**src/rtl/pad_cfg_pkg.sv**
```systemverilog
package pad_cfg_pkg;

  localparam int REG_W     = 32;
  localparam int SEL_BIT   = 0;
  localparam int PEN_BIT   = 1;
  localparam int MUX_LSB   = 8;
  localparam int MUX_W     = 3;
  localparam int LOCK_BIT  = 15;
  localparam int CODE_LSB  = 16;
  localparam int CODE_W    = 4;
  localparam int FLAG_BIT  = 24;

  typedef enum logic [2:0] {
    TRIG_NONE,
    TRIG_RISE,
    TRIG_FALL,
    TRIG_BOTH,
    TRIG_LOW,
    TRIG_HIGH
  } trig_e;

  typedef struct packed {
    trig_e trig;
    logic  to_dma;
    logic  to_irq;
  } mode_t;

  typedef struct packed {
    logic [MUX_W-1:0] mux;
    logic             lock;
    logic             pull_en;
    logic             pull_sel;
  } pinctl_t;

  function automatic mode_t decode_mode(input logic [CODE_W-1:0] code);
    mode_t m;
    m = '{trig: TRIG_NONE, to_dma: 1'b0, to_irq: 1'b0};
    case (code)
      4'd1:  m = '{trig: TRIG_RISE, to_dma: 1'b1, to_irq: 1'b0};
      4'd2:  m = '{trig: TRIG_FALL, to_dma: 1'b1, to_irq: 1'b0};
      4'd3:  m = '{trig: TRIG_BOTH, to_dma: 1'b1, to_irq: 1'b0};
      4'd8:  m = '{trig: TRIG_LOW,  to_dma: 1'b0, to_irq: 1'b1};
      4'd9:  m = '{trig: TRIG_RISE, to_dma: 1'b0, to_irq: 1'b1};
      4'd10: m = '{trig: TRIG_FALL, to_dma: 1'b0, to_irq: 1'b1};
      4'd11: m = '{trig: TRIG_BOTH, to_dma: 1'b0, to_irq: 1'b1};
      4'd12: m = '{trig: TRIG_HIGH, to_dma: 1'b0, to_irq: 1'b1};
      default: ;
    endcase
    return m;
  endfunction

endpackage

```
**src/rtl/pad_cfg_sync.sv**
```systemverilog
module pad_cfg_sync #(
  parameter int STAGES = 2
) (
  input  logic clk,
  input  logic rst,
  input  logic d,
  output logic q,
  output logic q_prev
);

  logic [STAGES-1:0] chain;

  generate
    for (genvar g = 0; g < STAGES; g++) begin : g_stage
      if (g == 0) begin : g_first
        always_ff @(posedge clk) begin
          if (rst) chain[0] <= 1'b0;
          else     chain[0] <= d;
        end
      end else begin : g_next
        always_ff @(posedge clk) begin
          if (rst) chain[g] <= 1'b0;
          else     chain[g] <= chain[g-1];
        end
      end
    end
  endgenerate

  always_ff @(posedge clk) begin
    if (rst) q_prev <= 1'b0;
    else     q_prev <= chain[STAGES-1];
  end

  assign q = chain[STAGES-1];

endmodule

```
**src/rtl/pad_cfg_detect.sv**
```systemverilog
module pad_cfg_detect
  import pad_cfg_pkg::*;
(
  input  logic [CODE_W-1:0] code,
  input  logic              cur,
  input  logic              prev,
  output logic              hit,
  output logic              dma_mode
);

  mode_t md;
  logic  rise, fall;

  always_comb begin
    md   = decode_mode(code);
    rise = cur & ~prev;
    fall = ~cur & prev;
    case (md.trig)
      TRIG_RISE: hit = rise;
      TRIG_FALL: hit = fall;
      TRIG_BOTH: hit = rise | fall;
      TRIG_LOW:  hit = ~cur;
      TRIG_HIGH: hit = cur;
      default:   hit = 1'b0;
    endcase
    dma_mode = md.to_dma;
  end

endmodule

```
**src/rtl/pad_cfg_regfile.sv**
```systemverilog
module pad_cfg_regfile
  import pad_cfg_pkg::*;
(
  input  logic              clk,
  input  logic              rst,
  input  logic              wr_en,
  input  pinctl_t           wr_ctl,
  input  logic [CODE_W-1:0] wr_code,
  input  logic              wr_clr,
  input  logic              hit,
  input  logic              dma_done,
  input  logic              dma_mode,
  output pinctl_t           ctl_q,
  output pinctl_t           ctl_d,
  output logic [CODE_W-1:0] code_q,
  output logic [CODE_W-1:0] code_d,
  output logic              flag_q,
  output logic              flag_d
);

  logic clr;

  always_comb begin
    ctl_d  = ctl_q;
    code_d = code_q;
    if (wr_en) begin
      code_d = wr_code;
      if (!ctl_q.lock) ctl_d = wr_ctl;
    end
    clr    = (wr_en & wr_clr) | (dma_done & dma_mode);
    // a new event wins over any clear in the same cycle
    flag_d = hit | (flag_q & ~clr);
  end

  always_ff @(posedge clk) begin
    if (rst) begin
      ctl_q  <= '0;
      code_q <= '0;
      flag_q <= 1'b0;
    end else begin
      ctl_q  <= ctl_d;
      code_q <= code_d;
      flag_q <= flag_d;
    end
  end

endmodule

```
**src/rtl/pad_cfg_top.sv**
```systemverilog
module pad_cfg_top
  import pad_cfg_pkg::*;
#(
  parameter int SYNC_STAGES = 2
) (
  input  logic             clk,
  input  logic             rst,
  input  logic             wr_en,
  input  logic [REG_W-1:0] wr_data,
  output logic [REG_W-1:0] rd_data,
  input  logic             pin_in,
  input  logic             dma_done,
  output logic             irq_o,
  output logic             dma_req_o,
  output logic             pull_en_o,
  output logic             pull_up_o,
  output logic [MUX_W-1:0] mux_sel_o
);

  logic              pin_s, pin_p, hit, dma_mode;
  pinctl_t           wr_ctl, ctl_q, ctl_d;
  logic [CODE_W-1:0] code_q, code_d;
  logic              flag_q, flag_d;
  mode_t             md_next;
  logic              wr_unused_bits;

  assign wr_ctl = '{mux:      wr_data[MUX_LSB +: MUX_W],
                    lock:     wr_data[LOCK_BIT],
                    pull_en:  wr_data[PEN_BIT],
                    pull_sel: wr_data[SEL_BIT]};
  assign wr_unused_bits = ^{wr_data[REG_W-1:FLAG_BIT+1], wr_data[FLAG_BIT-1:CODE_LSB+CODE_W],
                            wr_data[LOCK_BIT-1:MUX_LSB+MUX_W], wr_data[MUX_LSB-1:PEN_BIT+1]};

  pad_cfg_sync #(.STAGES(SYNC_STAGES)) u_sync (
    .clk(clk), .rst(rst), .d(pin_in), .q(pin_s), .q_prev(pin_p)
  );

  pad_cfg_detect u_det (
    .code(code_q), .cur(pin_s), .prev(pin_p), .hit(hit), .dma_mode(dma_mode)
  );

  pad_cfg_regfile u_regs (
    .clk(clk), .rst(rst), .wr_en(wr_en), .wr_ctl(wr_ctl),
    .wr_code(wr_data[CODE_LSB +: CODE_W]), .wr_clr(wr_data[FLAG_BIT]),
    .hit(hit), .dma_done(dma_done), .dma_mode(dma_mode),
    .ctl_q(ctl_q), .ctl_d(ctl_d), .code_q(code_q), .code_d(code_d),
    .flag_q(flag_q), .flag_d(flag_d)
  );

  // outputs load from next-state values so they line up with the register
  assign md_next = decode_mode(code_d);

  always_ff @(posedge clk) begin
    if (rst) begin
      irq_o     <= 1'b0;
      dma_req_o <= 1'b0;
      pull_en_o <= 1'b0;
      pull_up_o <= 1'b0;
      mux_sel_o <= '0;
    end else begin
      irq_o     <= flag_d & md_next.to_irq;
      dma_req_o <= flag_d & md_next.to_dma;
      pull_en_o <= ctl_d.pull_en & (ctl_d.mux != '0);
      pull_up_o <= ctl_d.pull_en & (ctl_d.mux != '0) & ctl_d.pull_sel;
      mux_sel_o <= ctl_d.mux;
    end
  end

  always_comb begin
    rd_data                        = '0;
    rd_data[SEL_BIT]               = ctl_q.pull_sel;
    rd_data[PEN_BIT]               = ctl_q.pull_en;
    rd_data[MUX_LSB +: MUX_W]      = ctl_q.mux;
    rd_data[LOCK_BIT]              = ctl_q.lock;
    rd_data[CODE_LSB +: CODE_W]    = code_q;
    rd_data[FLAG_BIT]              = flag_q;
  end

endmodule

```
**config.mk**
```make
export PLATFORM = sky130hd
export DESIGN_NAME = pad_cfg_top
export DESIGN_NICKNAME = d
export VERILOG_FILES = /design/src/rtl/pad_cfg_pkg.sv /design/src/rtl/pad_cfg_sync.sv /design/src/rtl/pad_cfg_detect.sv /design/src/rtl/pad_cfg_regfile.sv /design/src/rtl/pad_cfg_top.sv
export SDC_FILE = /design/constraint.sdc
export NUM_CORES = 1
export LEC_CHECK = 0
export BUFFER_PORTS_ARGS = -buffer_cell sky130_fd_sc_hd__clkbuf_2
export CAP_MARGIN = 20
export CORE_MARGIN = 4
export CORE_UTILIZATION = 34
export CTS_CLUSTER_SIZE = 20
export DETAILED_ROUTE_END_ITERATION = 10
export GPL_TIMING_DRIVEN = 1
export PLACE_DENSITY = 0.74
export SKIP_CTS_REPAIR_TIMING = 1
export SYNTH_ARGS = -nofsm -noshare
export SYNTH_HDL_FRONTEND = slang
export SYNTH_SLANG_ARGS = --single-unit
```
**constraint.sdc**
```tcl
create_clock -name clk -period 1.4 [get_ports clk]
set_input_delay 0.07 -clock clk [delete_from_list [all_inputs] [get_ports clk]]
set_output_delay 0.07 -clock clk [all_outputs]
set_load 0.01 [all_outputs]
```
==> run summary <==
• total standard cell area after synthesis: 950 µm²
• Die Height: 60.9 µm
• number of primary I/O pins: 76
• CTS Sinks: 18
• clock tree from TritonCTS: done
• top library cells by usage in the layout, fill and taps aside: sky130_fd_sc_hd__clkbuf_2 (33), sky130_fd_sc_hd__conb_1 (21), sky130_fd_sc_hd__dfxtp_1 (16), sky130_fd_sc_hd__nor2_1 (15), sky130_fd_sc_hd__mux2i_1 (9)
• number of global-route vias before repair: 678
• multiplexer share of the synthesized area: 9.49%
• length of routed met3 wiring: 250 µm
• number of buffers created by CTS: 3
• CTS H-tree depth: 1
• synthesis-to-layout area growth: 20.0%
• Post-Synthesis Cells: 107
• dominant combinational cell family by area after synthesis: buffers and inverters
• Synth Area in Simple Gates: 17.9%
• number of DRC markers after the initial detailed-route iteration: 5
• via total after detailed routing: 750
• synthesis warning total: 0
• syn_area_per_cell: 8.88 µm²
• delay contributed by the slowest stage of the critical path: 350 ps
• non-filler cells, final: 171
• Hold Vio Cnt, Final: 0
• FF+latch count, synth: 18
• most common library cell in the layout ignoring fill and taps: sky130_fd_sc_hd__clkbuf_2
• static leakage: 0.585 nW
• maximum operating frequency: 0.726 GHz
• CP startpoint kind: flop
• Std-Cell Core Area: 2570 µm²
• post-route antenna net violation count: 0
• antenna violations before repair: 0
• post-synthesis xor/xnor area fraction: 0.922%
• fraction of the mapped netlist area in compound gates: 7.38%
• final design instance area without fill: 1140 µm²
• Tmin final: 1380 ps
• critical path data required time: 1630 ps
• number of detailed-routing iterations run before antenna repair: 2
• M1 WL: 743 µm
• detailed-route DRC error count: 0
• weighted congestion reported at the end of routability-driven placement: 0.726
• final count of negative-setup-slack endpoints: 0
• global route overflow: 0
• global-route wire length before repair: 2.75 mm
• final slew viol count: 0
• gr usage total: 10.2%
• portion of the clock cycle consumed by the worst path in the final layout: 98.3%
• root buffer selected by CTS: sky130_fd_sc_hd__clkbuf_4
• initial core utilization: 37.0%
• via density per instance: 4.39
• maximum capacitance violations: 0
• Overall Power: 0.00109 W
• average routed wire per standard cell: 11.4 µm
• Crit Path Max Fanout: 3
• cell-by-cell trace of the critical path: inv_2 > ha_4 > nand2b_4 > a2111oi_4 > a211oi_2 > a21oi_1
• # diodes: 0
• Post-Route Setup TNS: 0 ps
• area share of the leading cell type in the synthesized netlist: 37.9%
• library cells used by synthesis: 27
• share of post-route cells with drive strength above 1: 34.8%
• post-synthesis cell type with the largest combined area: sky130_fd_sc_hd__dfxtp_1
• CP Class: flop to flop
• worst-skew pair later-pin latency: 290 ps
• highest layer used for signal routing: met4
• Cell Rows: 18
• number of nets in the layout: 181
• clock transition at the registers of the reported paths: 100 ps
• type of element capturing the critical path: flop
• portion of the post-synthesis area used by sequential elements: 37.9%
• met2 WL: 928 µm
• library cell contributing the largest single delay on the critical path: sky130_fd_sc_hd__a2111oi_4
• post-placement cell count: 165
• worst clock skew: 3.30 ps
• Die Outline Area: 3700 µm²
• largest cells by area after synthesis: sky130_fd_sc_hd__dfxtp_1 (38%), sky130_fd_sc_hd__buf_4 (20%), sky130_fd_sc_hd__mux2i_1 (9.5%), sky130_fd_sc_hd__nor2_1 (5.9%), sky130_fd_sc_hd__nand2b_1 (3.3%)
• port buffer count: 33
• unrepaired setup endpoints after global routing: true
• largest voltage drop on the vdd net: 711 µV
• power per cell area: 954 nW/µm²
• HPWL after DPL: 1.52 mm
• total placed instance area: 1050 µm²
• maximum number of pins on one net before global-route repair: 18
• synthesized-area fraction occupied by adder cells: 2.64%
• path category of the worst min-delay check: input pin to flop
• sum of routed wire length over all layers: 1.96 mm
• status: complete, no violations
• maximum count of clock buffers along a single path: 2
• Worst Path Arrival: 1610 ps
• horizontal die dimension: 60.9 µm
==> metal layers <==
layer / track usage [%] / vias to the layer above
met2: 17.1 / 39
li1: - / 372
met1: 10.4 / 335
met3: 5.11 / 4
met5: 0 / -
met4: 5.57 / 0
==> critical path: cells and delay by family (launching register included) <==
kind / cells / cell delay (ps)
and+or+nand+nor: 1 / 140
adders and majority gates: 1 / 190
AOI/OAI and AO/OA: 3 / 580
DFF: 1 / 340
buffers and inverters: 1 / 70
==> power breakdown <==
part / total [W] / leakage (nW) / internal, W / switching [W]
Combinational: 0.000204 / 0.416 / 0.0000877 / 0.000116
Sequential: 0.000565 / 0.149 / 0.000539 / 0.0000252
Clock: 0.000318 / 0.0210 / 0.000159 / 0.000160
==> sequential cells by signal, indices dropped and copies added (netlist names) <==
name / count
u_regs.ctl_q: 6
u_regs.code_q: 4
dma_req_o: 1
irq_o: 1
pull_en_o: 1
pull_up_o: 1
u_regs.flag_q: 1
u_sync.chain: 1
u_sync.q: 1
u_sync.q_prev: 1
==> logic make-up after synthesis <==
logic type | count (synthesis)
and+or+nand+nor | 34
buffers and inverters | 33
DFF | 18
AOI/OAI and AO/OA | 9
muxes | 9
adders and majority gates | 2
other | 1
xor gates and xnor gates | 1
==> stage by stage <==
step	hold slack (ps)	util (%)	setup WS [ps]
detailed placement	295	40.9	-40.2
global route	20.4	44.4	-51.9
floorplan	198	-	16.0
global placement	285	40.9	-5.12
finish	5.06	44.4	23.3
CTS	-21.2	42.3	-47.5
==> final cells by class <==
| class | instances | area [µm²] |
|---|---|---|
| flip-flops and latches | 18 | 363 |
| clock buffers | 4 | 36.3 |
| repair buffers | 39 | 213 |
| inverters | 4 | 15.0 |
| well taps | 30 | 37.5 |
| multi-input cells | 76 | 475 |
| fillers | 269 | 1430 |
==> Yosys cell counts (all sizes together) <==
library cell,instances
nor2b,2
a211oi,1
o21ai,2
nand2b,5
or2,1
nor3,3
nand3b,2
a21oi,3
nor2,15
conb,1
inv,4
mux2i,9
nor4,1
a2111oi,1
buf,29
xor2,1
and3b,1
o41ai,1
a311oi,1
nand2,2
and2,1
dfxtp,18
ha,2
nand3,1
==> worst paths after layout <==
path / from / endpoint / slack, ps / cells past startpoint
worst min-delay path: wr_data[15] / u_regs.ctl_q[2]$_SDFFE_PP0P_ / 5 / 3
worst max-delay path: u_sync.q$_SDFF_PP0_ / irq_o$_SDFF_PP0_ / 20 / 6
worst min register to register: u_sync.chain[0]$_SDFF_PP0_ / u_sync.q$_SDFF_PP0_ / 440 / 1
worst max register to register: u_sync.q$_SDFF_PP0_ / irq_o$_SDFF_PP0_ / 20 / 6
(Power assumes the default switching activity.)
